<file path="src/rtl/dma_rf_pkg.sv">
package dma_rf_pkg;
  localparam int unsigned NUM_W      = 10;
  localparam int unsigned DATA_W     = 32;
  localparam int unsigned CHAN_IDX_W = 5;
  localparam int unsigned MAX_CHANS  = 1 << CHAN_IDX_W;
  localparam int unsigned IEN_W      = 4;
  localparam int unsigned IRQ_N      = 4;
  localparam int unsigned SIZE_W     = 8;
  localparam int unsigned SRST_BIT   = 31;

  localparam logic [NUM_W-1:0] RN_CFG     = 10'h180;
  localparam logic [NUM_W-1:0] RN_ERR     = 10'h181;
  localparam logic [NUM_W-1:0] RN_IEN     = 10'h182;
  localparam logic [NUM_W-1:0] RN_TX_ACT  = 10'h184;
  localparam logic [NUM_W-1:0] RN_TX_EOB  = 10'h186;
  localparam logic [NUM_W-1:0] RN_TX_DERR = 10'h187;
  localparam logic [NUM_W-1:0] RN_RX_ACT  = 10'h190;
  localparam logic [NUM_W-1:0] RN_RX_EOB  = 10'h192;
  localparam logic [NUM_W-1:0] RN_RX_DERR = 10'h193;
  localparam logic [NUM_W-1:0] RN_TX_PTR  = 10'h1A0;
  localparam logic [NUM_W-1:0] RN_RX_PTR  = 10'h1C0;
  localparam logic [NUM_W-1:0] RN_RX_SIZE = 10'h1E0;

  localparam logic [DATA_W-1:0] CFG_RESET = 32'h0007_C000;
  localparam logic [DATA_W-1:0] CFG_WMASK = 32'h00FF_C087;

  typedef enum logic [3:0] {
    SEL_NONE, SEL_CFG, SEL_ERR, SEL_IEN, SEL_TX_ACT, SEL_TX_EOB, SEL_TX_DERR,
    SEL_RX_ACT, SEL_RX_EOB, SEL_RX_DERR, SEL_TX_PTR, SEL_RX_PTR, SEL_RX_SIZE
  } reg_sel_e;

  typedef enum logic [1:0] {SRC_GLOB, SRC_TXP, SRC_RXP, SRC_SIZE} rd_src_e;
endpackage

</file>
<file path="src/rtl/dma_rf_decode.sv">
module dma_rf_decode import dma_rf_pkg::*; #(
  parameter int unsigned TX_CHANS = 4,
  parameter int unsigned RX_CHANS = 2
) (
  input  logic [NUM_W-1:0]      num,
  output reg_sel_e              sel,
  output logic [CHAN_IDX_W-1:0] chan
);
  localparam int unsigned WIN_W = NUM_W - CHAN_IDX_W;
  localparam logic [CHAN_IDX_W:0] TX_LIM = (CHAN_IDX_W+1)'(TX_CHANS);
  localparam logic [CHAN_IDX_W:0] RX_LIM = (CHAN_IDX_W+1)'(RX_CHANS);

  logic [WIN_W-1:0]      win;
  logic [CHAN_IDX_W:0]   off;

  assign win  = num[NUM_W-1:CHAN_IDX_W];
  assign chan = num[CHAN_IDX_W-1:0];
  assign off  = {1'b0, num[CHAN_IDX_W-1:0]};

  // window hit only below the configured channel count
  always_comb begin
    sel = SEL_NONE;
    case (num)
      RN_CFG:     sel = SEL_CFG;
      RN_ERR:     sel = SEL_ERR;
      RN_IEN:     sel = SEL_IEN;
      RN_TX_ACT:  sel = SEL_TX_ACT;
      RN_TX_EOB:  sel = SEL_TX_EOB;
      RN_TX_DERR: sel = SEL_TX_DERR;
      RN_RX_ACT:  sel = SEL_RX_ACT;
      RN_RX_EOB:  sel = SEL_RX_EOB;
      RN_RX_DERR: sel = SEL_RX_DERR;
      default: begin
        if (win == RN_TX_PTR[NUM_W-1:CHAN_IDX_W] && off < TX_LIM)
          sel = SEL_TX_PTR;
        else if (win == RN_RX_PTR[NUM_W-1:CHAN_IDX_W] && off < RX_LIM)
          sel = SEL_RX_PTR;
        else if (win == RN_RX_SIZE[NUM_W-1:CHAN_IDX_W] && off < RX_LIM)
          sel = SEL_RX_SIZE;
      end
    endcase
  end
endmodule

</file>
<file path="src/rtl/dma_rf_w1c.sv">
module dma_rf_w1c #(
  parameter int unsigned W = 4
) (
  input  logic         clk,
  input  logic         rst,
  input  logic         soft_clr,
  input  logic         clr_we,
  input  logic [W-1:0] clr_data,
  input  logic [W-1:0] set,
  output logic [W-1:0] q
);
  logic [W-1:0] clr_bits;
  assign clr_bits = clr_we ? clr_data : '0;

  // set pulses win over a same-cycle clear; R3: soft clear drops pulses
  always_ff @(posedge clk) begin
    if (rst || soft_clr) q <= '0;
    else                 q <= (q & ~clr_bits) | set;
  end
endmodule

</file>
<file path="src/rtl/dma_rf_chan_bank.sv">
module dma_rf_chan_bank import dma_rf_pkg::*; #(
  parameter int unsigned WIDTH = 32
) (
  input  logic                  clk,
  input  logic                  we,
  input  logic [CHAN_IDX_W-1:0] addr,
  input  logic [WIDTH-1:0]      wdata,
  output logic [WIDTH-1:0]      rdata
);
  localparam int unsigned SLOTS = 1 << CHAN_IDX_W;

  logic [WIDTH-1:0] mem [SLOTS];

  // single-port RAM with registered read, no reset on the array
  always_ff @(posedge clk) begin
    if (we) mem[addr] <= wdata;
    rdata <= mem[addr];
  end
endmodule

</file>
<file path="src/rtl/dma_chan_regfile.sv">
module dma_chan_regfile import dma_rf_pkg::*; #(
  parameter int unsigned TX_CHANS = 4,
  parameter int unsigned RX_CHANS = 2
) (
  input  logic                clk,
  input  logic                rst,
  input  logic                req_valid,
  input  logic                req_write,
  input  logic [NUM_W-1:0]    req_num,
  input  logic [DATA_W-1:0]   req_wdata,
  input  logic [DATA_W-1:0]   err_evt,
  input  logic [TX_CHANS-1:0] tx_eob_evt,
  input  logic [TX_CHANS-1:0] tx_derr_evt,
  input  logic [RX_CHANS-1:0] rx_eob_evt,
  input  logic [RX_CHANS-1:0] rx_derr_evt,
  output logic                rsp_ack,
  output logic [DATA_W-1:0]   rsp_rdata,
  output logic [IRQ_N-1:0]    irq_o
);
  if (TX_CHANS < 1 || TX_CHANS > MAX_CHANS) begin : g_bad_tx
    $error("TX_CHANS out of range");
  end
  if (RX_CHANS < 1 || RX_CHANS > MAX_CHANS) begin : g_bad_rx
    $error("RX_CHANS out of range");
  end

  reg_sel_e              sel;
  logic [CHAN_IDX_W-1:0] chan;
  logic                  wr, rd, soft_rst;

  logic [DATA_W-1:0]   cfg_q;
  logic [IEN_W-1:0]    ien_q;
  logic [TX_CHANS-1:0] tx_act_q;
  logic [RX_CHANS-1:0] rx_act_q;
  logic [DATA_W-1:0]   err_q;
  logic [TX_CHANS-1:0] tx_eob_q, tx_derr_q;
  logic [RX_CHANS-1:0] rx_eob_q, rx_derr_q;
  logic [DATA_W-1:0]   tx_ptr_rd, rx_ptr_rd;
  logic [SIZE_W-1:0]   size_rd;
  logic [DATA_W-1:0]   glob_rd, glob_q;
  rd_src_e             src_q;
  logic                ack_q;
  logic [IRQ_N-1:0]    irq_q;

  dma_rf_decode #(.TX_CHANS(TX_CHANS), .RX_CHANS(RX_CHANS)) u_dec (
    .num(req_num), .sel(sel), .chan(chan)
  );

  assign wr       = req_valid && req_write;
  assign rd       = req_valid && !req_write;
  assign soft_rst = wr && (sel == SEL_CFG) && req_wdata[SRST_BIT];

  // configuration word with masked store
  always_ff @(posedge clk) begin
    if (rst)                          cfg_q <= CFG_RESET;
    else if (wr && sel == SEL_CFG)    cfg_q <= req_wdata & CFG_WMASK;
  end

  // plain read/write words with kept-bit masks
  always_ff @(posedge clk) begin
    if (rst || soft_rst) begin
      ien_q    <= '0;
      tx_act_q <= '0;
      rx_act_q <= '0;
    end else if (wr) begin
      if (sel == SEL_IEN)    ien_q    <= req_wdata[IEN_W-1:0];
      if (sel == SEL_TX_ACT) tx_act_q <= req_wdata[TX_CHANS-1:0];
      if (sel == SEL_RX_ACT) rx_act_q <= req_wdata[RX_CHANS-1:0];
    end
  end

  // event status words
  dma_rf_w1c #(.W(DATA_W)) u_err (
    .clk(clk), .rst(rst), .soft_clr(soft_rst), .clr_we(wr && sel == SEL_ERR),
    .clr_data(req_wdata), .set(err_evt), .q(err_q)
  );
  dma_rf_w1c #(.W(TX_CHANS)) u_tx_eob (
    .clk(clk), .rst(rst), .soft_clr(soft_rst), .clr_we(wr && sel == SEL_TX_EOB),
    .clr_data(req_wdata[TX_CHANS-1:0]), .set(tx_eob_evt), .q(tx_eob_q)
  );
  dma_rf_w1c #(.W(TX_CHANS)) u_tx_derr (
    .clk(clk), .rst(rst), .soft_clr(soft_rst), .clr_we(wr && sel == SEL_TX_DERR),
    .clr_data(req_wdata[TX_CHANS-1:0]), .set(tx_derr_evt), .q(tx_derr_q)
  );
  dma_rf_w1c #(.W(RX_CHANS)) u_rx_eob (
    .clk(clk), .rst(rst), .soft_clr(soft_rst), .clr_we(wr && sel == SEL_RX_EOB),
    .clr_data(req_wdata[RX_CHANS-1:0]), .set(rx_eob_evt), .q(rx_eob_q)
  );
  dma_rf_w1c #(.W(RX_CHANS)) u_rx_derr (
    .clk(clk), .rst(rst), .soft_clr(soft_rst), .clr_we(wr && sel == SEL_RX_DERR),
    .clr_data(req_wdata[RX_CHANS-1:0]), .set(rx_derr_evt), .q(rx_derr_q)
  );

  // per-channel storage, untouched by soft reset
  dma_rf_chan_bank #(.WIDTH(DATA_W)) u_tx_ptr (
    .clk(clk), .we(wr && sel == SEL_TX_PTR), .addr(chan),
    .wdata(req_wdata), .rdata(tx_ptr_rd)
  );
  dma_rf_chan_bank #(.WIDTH(DATA_W)) u_rx_ptr (
    .clk(clk), .we(wr && sel == SEL_RX_PTR), .addr(chan),
    .wdata(req_wdata), .rdata(rx_ptr_rd)
  );
  dma_rf_chan_bank #(.WIDTH(SIZE_W)) u_rx_size (
    .clk(clk), .we(wr && sel == SEL_RX_SIZE), .addr(chan),
    .wdata(req_wdata[SIZE_W-1:0]), .rdata(size_rd)
  );

  // global read mux, unmapped reads give zero
  always_comb begin
    case (sel)
      SEL_CFG:     glob_rd = cfg_q;
      SEL_ERR:     glob_rd = err_q;
      SEL_IEN:     glob_rd = DATA_W'(ien_q);
      SEL_TX_ACT:  glob_rd = DATA_W'(tx_act_q);
      SEL_TX_EOB:  glob_rd = DATA_W'(tx_eob_q);
      SEL_TX_DERR: glob_rd = DATA_W'(tx_derr_q);
      SEL_RX_ACT:  glob_rd = DATA_W'(rx_act_q);
      SEL_RX_EOB:  glob_rd = DATA_W'(rx_eob_q);
      SEL_RX_DERR: glob_rd = DATA_W'(rx_derr_q);
      default:     glob_rd = '0;
    endcase
  end

  // response stage
  always_ff @(posedge clk) begin
    if (rst) begin
      ack_q  <= 1'b0;
      glob_q <= '0;
      src_q  <= SRC_GLOB;
    end else begin
      ack_q  <= req_valid;
      glob_q <= rd ? glob_rd : '0;
      src_q  <= SRC_GLOB;
      if (rd) begin
        case (sel)
          SEL_TX_PTR:  src_q <= SRC_TXP;
          SEL_RX_PTR:  src_q <= SRC_RXP;
          SEL_RX_SIZE: src_q <= SRC_SIZE;
          default:     src_q <= SRC_GLOB;
        endcase
      end
    end
  end

  always_comb begin
    case (src_q)
      SRC_TXP:  rsp_rdata = tx_ptr_rd;
      SRC_RXP:  rsp_rdata = rx_ptr_rd;
      SRC_SIZE: rsp_rdata = DATA_W'(size_rd);
      default:  rsp_rdata = glob_q;
    endcase
  end

  // enable AND status, registered
  always_ff @(posedge clk) begin
    if (rst) irq_q <= '0;
    else begin
      irq_q[0] <= ien_q[0] & (|tx_eob_q);
      irq_q[1] <= ien_q[1] & (|rx_eob_q);
      irq_q[2] <= ien_q[2] & ((|tx_derr_q) | (|rx_derr_q));
      irq_q[3] <= ien_q[3] & (|err_q);
    end
  end

  assign rsp_ack = ack_q;
  assign irq_o   = irq_q;
endmodule

</file>
<file path="config.mk">
export PLATFORM = sky130hd
export DESIGN_NAME = dma_chan_regfile
export DESIGN_NICKNAME = d
export VERILOG_FILES = /design/src/rtl/dma_rf_pkg.sv /design/src/rtl/dma_rf_decode.sv /design/src/rtl/dma_rf_w1c.sv /design/src/rtl/dma_rf_chan_bank.sv /design/src/rtl/dma_chan_regfile.sv
export SDC_FILE = /design/constraint.sdc
export NUM_CORES = 2
export LEC_CHECK = 0
export ABC_AREA = 0
export BUFFER_PORTS_ARGS = -buffer_cell sky130_fd_sc_hd__buf_2
export CELL_PAD_IN_SITES_DETAIL_PLACEMENT = 1
export CELL_PAD_IN_SITES_GLOBAL_PLACEMENT = 1
export CORE_MARGIN = 4
export CORE_UTILIZATION = 24
export CTS_CLUSTER_SIZE = 25
export DETAILED_ROUTE_END_ITERATION = 10
export PLACE_DENSITY_LB_ADDON = 0.1
export RECOVER_POWER = 100
export SYNTH_ARGS = -nofsm -noshare
export SYNTH_HDL_FRONTEND = slang
export SYNTH_SLANG_ARGS = --single-unit
</file>
<file path="constraint.sdc">
create_clock -name clk -period 6.59 [get_ports clk]
set_input_delay 1.318 -clock clk [delete_from_list [all_inputs] [get_ports clk]]
set_output_delay 1.318 -clock clk [all_outputs]
set_load 0.1 [all_outputs]
</file>
Yosys cells after proc, flatten, opt, wreduce, memory -nomap -nowiden
Memory sizes are Yosys's and may differ from the RTL's. A register that Yosys moved wholly into a read port is not among the register bits.
Index checks and enable logic that the tools add are counted.

word-level totals
  RAM bits = 2304
  ROM bits = 0
  latch bits = 0
  word-level logic and storage cells = 110
  flip-flop bits (word level) = 107
  input port bits = 90
  output and inout port bits = 37
  memories = 3

memories
  name           depth  bits a word  read ports  clocked after Yosys merged registers in  wr ports  RTL line                source
  u_rx_ptr.mem   32     32           1           1                                        1         dma_rf_chan_bank.sv:12  logic [WIDTH-1:0] mem [SLOTS];
  u_tx_ptr.mem   32     32           1           1                                        1         dma_rf_chan_bank.sv:12
  u_rx_size.mem  32     8            1           1                                        1         dma_rf_chan_bank.sv:12

operators by class
  bitwise logic cells = 21
  div/mod/pow operators = 0
  multiplexer cells = 18
  reduce and logical (&&, ||, !) cells = 26
  magnitude comparators = 2
  eq/ne operators = 27
  shifts and indexed selects = 0
  $add $sub $neg = 0
  multipliers = 0

operators with widths
  kind                                                number
  one-hot mux 32 bit (9 select lines)                 1
  one-hot mux 32 bit (3 select lines)                 1
  == test 10 x 9 -> 1 bit, second input constant      9
  one-hot mux 4 bit (9 select lines)                  1
  AND 32 bit                                          1
  2-to-1 mux 32 bit                                   1
  NOT 32 bit                                          1
  OR 32 bit                                           1
  OR reduction 32 bit                                 1
  == test 4 bit, second input constant                5
  2-to-1 mux 4 bit                                    5
  == test 4 x 3 -> 1 bit, second input constant       4
  == test 5 x 4 -> 1 bit, second input constant       3
  logical AND 1 bit                                   15
  AND 4 bit                                           2
  == test 4 x 2 -> 1 bit, second input constant       2
  NOT 4 bit                                           2
  OR 4 bit                                            2
  OR reduction 4 bit                                  2
  2-to-1 mux 1 bit                                    6
  one-hot mux 2 bit (3 select lines)                  1
  AND reduction 2 bit                                 3
  OR reduction 2 bit                                  3
  < comparator 5 x 2 -> 1 bit, second input constant  1
  13 further kinds                                    21

Logic depth before layout (Yosys ltp)
  depth in word-level cells = 12
  gate-level depth with buffers = 9
  depth with buffers taken out = 5

Modules after synthesis
From an unflattened synthesis, not the netlist that was laid out.

second synthesis, totals
  cells, all modules = 5347
  area, all modules = 94829.7 um^2

by module, submodules not included
  module                           sequential area each (um^2)  cells an instance  instances  area an instance (um^2)
  dma_rf_chan_bank (u_rx_ptr ...)  31390.1                      2107               2          39741.9
  dma_rf_chan_bank (u_rx_size)     7847.5                       576                1          10206.0
  dma_chan_regfile                 1261.2                       378                1          3264.4
  dma_rf_w1c (u_err)               640.6                        103                1          1176.1
  dma_rf_w1c (u_tx_derr ...)       80.1                         13                 2          146.4
  dma_rf_decode                    0.0                          36                 1          259.0
  dma_rf_w1c (u_rx_derr ...)       40.0                         7                  2          73.8

Least setup slack after synthesis
No wires, ideal clock.

  path type = input port to flip-flop
  from = input port req_num[1]
  to = memory u_rx_ptr.mem[0][0], enable pin
  data arrival time = 5346 ps
  library setup time = 502 ps
  slack = 742 ps
  path buffers = 4
  required time = 6088 ps
  cell stages on the path = 7
  path through = buf_2 -> buf_2 -> buf_2 -> buf_2 -> nor2_1 -> nand2_1 -> nor4_1

between the ends
  longest elaborated chain between the ends = 10
  elaborated cells between the ends (all ways) = 22
  those cells by class = order compare (2); eq/ne (10); mux (6); reduce/logical (4)

RTL lines
  element                                 RTL line                                  source
  start: declaration                      dma_chan_regfile.sv:9                     input logic [NUM_W-1:0] req_num,
  < comparator 5 x 2 -> 1 bit             dma_rf_decode.sv:36, dma_rf_decode.sv:38
  logical AND 1 bit                       dma_rf_decode.sv:38                       else if (win == RN_RX_SIZE[NUM_W-1:CHAN_IDX_W] && off < RX_LIM)
  2-to-1 mux 4 bit                        dma_rf_decode.sv:38
  2-to-1 mux 4 bit                        dma_rf_decode.sv:36                       else if (win == RN_RX_PTR[NUM_W-1:CHAN_IDX_W] && off < RX_LIM)
  2-to-1 mux 4 bit                        dma_rf_decode.sv:34                       if (win == RN_TX_PTR[NUM_W-1:CHAN_IDX_W] && off < TX_LIM)
  one-hot mux 4 bit (9 select lines)      dma_rf_decode.sv:23                       case (num)
  == test 4 bit                           dma_chan_regfile.sv:100                   .clk(clk), .we(wr && sel == SEL_RX_PTR), .addr(chan),
  logical AND 1 bit                       dma_chan_regfile.sv:100
  2-to-1 mux 1 bit                        dma_rf_chan_bank.sv:16                    if (we) mem[addr] <= wdata;
  2-to-1 mux 1 bit (implied by the code)  dma_rf_chan_bank.sv:16
  end: declaration                        dma_rf_chan_bank.sv:12

Several ways; a longest one is shown, not always the timed one.

Worst setup path in the final report
  from = input port req_num[4]
  to = register glob_q[0]

between the ends
  longest elaborated chain between the ends = 8
  elaborated cells between the ends (all ways) = 28
  those cells by class = order compare (2); eq/ne (18); mux (5); reduce/logical (3)

RTL lines
  element                                  RTL line                                  source
  < comparator 5 x 2 -> 1 bit              dma_rf_decode.sv:36, dma_rf_decode.sv:38
  logical AND 1 bit                        dma_rf_decode.sv:38
  2-to-1 mux 4 bit                         dma_rf_decode.sv:38
  2-to-1 mux 4 bit                         dma_rf_decode.sv:36
  2-to-1 mux 4 bit                         dma_rf_decode.sv:34
  one-hot mux 4 bit (9 select lines) (*)   dma_rf_decode.sv:23
  == test 4 bit (tied with other cells)    dma_chan_regfile.sv:110                   case (sel)
  one-hot mux 32 bit (9 select lines) (*)  dma_chan_regfile.sv:110
  end signal: assignment                   dma_chan_regfile.sv:132                   glob_q <= rd ? glob_rd : '0;
  end: declaration                         dma_chan_regfile.sv:40                    logic [DATA_W-1:0] glob_rd, glob_q;

Every way passes the cells marked *; elsewhere a longest branch is shown, timed or not.
A chain may end at the register's enable or synchronous reset.

==> results.toml <==
[synth]
synth.distinct_cells = 55
async_reset_ff_frac = 0
ys_seq_area_frac = 0.777
synthFlopType = "edfxtp_1"
synthCells = 3907
netlist_area_sq_mm = 0.0936
synth_area_per_cell_sq_um = 24.0
synth-seq-cells = 2483
synth_edf_count = 2304
yosysWarnings = 0

[power]
internal-power_mw = 29.1
power_switching_mw = 7.95
p_comb_frac = 0.057
peakVddDrop_v = 0.000174
clock_power_share = 0.433
leakagePower_nw = 41.6
power_frac_seq = 0.510
p_per_area_mw_per_mm2 = 315
p_sw_frac = 0.214

[global_route]
track_usage = 0.108
antenna_found_initial = 17
grt_max_degree = 124
grt-ovfl-total = 0
grt_pass1_wl_microns = 320000
grt_pass1_vias = 48500

[placed_design]
place.detailed.hpwl_microns = 122000
postPlaceCellArea_sq_mm = 0.109
gp_routability_congestion = 0.686
portBuffers = 126

[clock_tree]
hold_buffers = 0
path_clk_slew_ns = 0.06
cts_buffers = 301
cts-resized-gates = 0
clockBufferDepth = 4
htree_levels = 5
tritoncts = "built"
cts_sinks = 2483
cts_setup_buffers = 0
worstSkewPairLatency_ns = 0.88
root_buffer = "clkbuf_16"

[detailed_routing]
vias = 43700
vias_per_cell = 3.72
routed_wl_microns = 216000
first_pass_iters = 5
ant_nets = 0
routedWlPerCell_microns = 18.4
drtIter0Drc = 2502
route.detailed.drc = 0

[sta]
grt_setup_unrepaired = "no"
drv_slew = 2868
max_slew_margin = -1.98
hold_violations = 0
period_needed_ns = 5.62
max_clock_freq_mhz = 178
setup_viol = 0
period_share = 0.853
tns_ns = 0
skew_ns = 0.0332
tightest_slew_ns = 4.46

[floorplanning]
die_x_microns = 633
die_h_microns = 633
rows = 229
start_util = 0.241
design.die.area_sq_mm = 0.400
io_pins = 127
core_sq_mm = 0.389

[outcome]
status = "finished, violations left"
violations = "max-capacitance violations, max-slew violations"

[final_layout]
fillerInstances = 40100
fin_nets = 6386
drive_gt1_frac = 0.206
area_growth_pct = 25.9
final_area_sq_mm = 0.118
final_util = 0.303

[run]
max-cap-violations = 48

[worst_setup_path]
crit_fanout = 39
worst_ep_required_time_ns = 7.28
cp_data_arrival_time_ns = 6.32
end_kind = "flop"
crit_path_start_kind = "input port"
critical_path_class = "in2reg"

[worst_hold_path]
min_path_type = "reg2reg"
## layout by cell type, fill, tap and decap left out, drive strengths merged, types with 5 or more instances in the layout
cell,instances
o21a,45
nand3,5
inv,15
mux4,728
edfxtp,2304
nor4,13
nor2,31
nand2,72
conb,2096
dfxtp,179
nor3b,5
clkbuf,531
nor2b,8
nor4b,17
nand3b,6
mux2i,41
nor3,22
a22oi,13
a21boi,42
clkinv,91
o21ai,28
bufinv,11
buf,111
nand4,7
mux2,72
diode,9
a21oi,12
## logic make-up (layout without fill, tap and decap cells)
group / after synthesis / after routing / synth area share
XOR/XNOR: 3 / 3 / 0.000281
buffers and inverters: 217 / 759 / 0.0110
multiplexers: 841 / 841 / 0.188
AO/OA/AOI/OAI: 161 / 161 / 0.0119
other: 1 / 2105 / 0.0000401
AND/OR/NAND/NOR: 201 / 201 / 0.0114
flip-flops: 2483 / 2483 / 0.777
## final cells by class
type                       instances  area, sq um  share of cell area
sequential                      2483        72800               0.618
antenna                            9         22.5            0.000191
timing repair buffer             205         1180              0.0100
clock inverter                   114          901             0.00764
clock buffer                     437         8670              0.0735
inverter                           3         11.3           0.0000956
multi-input combinational       3302        27800               0.236
tap                             5197         6500              0.0552
## through the flow
step / setup WS [ns] / hold WS [ns] / instances / total power [mW]
after floorplan: 0.742 / 0.433 / 6002 / 20.5
after global placement: 1.78 / 0.442 / 11200 / 21.4
after detailed placement: 1.70 / 0.451 / 11200 / 21.4
after CTS: 1.47 / 0.460 / 11700 / 38.0
after global routing: 0.739 / 0.489 / 11700 / 38.9
final: 0.967 / 0.458 / 11800 / 37.1
## worst max-delay path, stage by stage
cell and delay, ns:
clkbuf_2 1.26, clkbuf_2 1.74, nand4_1 0.61, nor2_1 0.45, a22oi_1 0.12, a211oi_1 0.66
## layer usage
| metal | wire length, microns | vias up | GRT usage | share of wire |
|---|---|---|---|---|
| met5 | 13 | - | 0 | 0.000060 |
| met4 | 5690 | 2 | 0.0315 | 0.026 |
| met3 | 7550 | 367 | 0.0168 | 0.035 |
| met2 | 112000 | 551 | 0.193 | 0.52 |
| met1 | 91300 | 23300 | 0.135 | 0.42 |
| li1 | - | 19500 | - | - |
## synthesized netlist by cell type (13+ instances only)
library cell  number  area [sq um]
a21boi_0          42           315
a22oi_1           13          97.6
buf_1             34           128
buf_2             75           375
buf_4             24           180
clkbuf_1          77           289
dfxtp_1          179          3580
edfxtp_1        2304         69200
mux2_2            72           811
mux2i_1           41           410
mux4_2           728         16400
nand2_1           72           270
nor2_1            31           116
nor3_1            21           105
nor4b_1           16           140
o21a_1            45           338
o21ai_0           27           135
## flip-flops by register name, summed over array words and instances, names as in the netlist, 4 cells and up
register         count
cfg_q               14
glob_q              32
ien_q                4
irq_o                4
tx_act_q             4
u_err.q             32
u_rx_ptr.mem      1024
u_rx_ptr.rdata      32
u_rx_size.mem      256
u_rx_size.rdata      8
u_tx_derr.q          4
u_tx_eob.q           4
u_tx_ptr.mem      1024
u_tx_ptr.rdata      32
## power by group through the flow
stage	sequential [mW]	combinational [mW]	clock, mW
after floorplan	19.0	1.48	0
after global placement	19.2	2.17	0
after detailed placement	19.2	2.18	0
after CTS	18.9	2.19	16.9
after global routing	19.0	2.37	17.5
final	18.9	2.12	16.1
## path summary, 6_finish.rpt
| kind | depth (start not counted) | slack (ns) | to | from |
|---|---|---|---|---|
| max | 6 | 0.97 | glob_q[0]$_SDFF_PP0_ | req_num[4] |
| min | 2 | 0.46 | cfg_q[23]$_SDFFE_PP0N_ | cfg_q[23]$_SDFFE_PP0N_ |
| max reg2reg | 4 | 4.41 | irq_o[3]$_SDFF_PP0_ | u_err.q[30]$_SDFF_PP0_ |
| min reg2reg | 2 | 0.46 | cfg_q[23]$_SDFFE_PP0N_ | cfg_q[23]$_SDFFE_PP0N_ |
(Power assumes the default switching activity.)
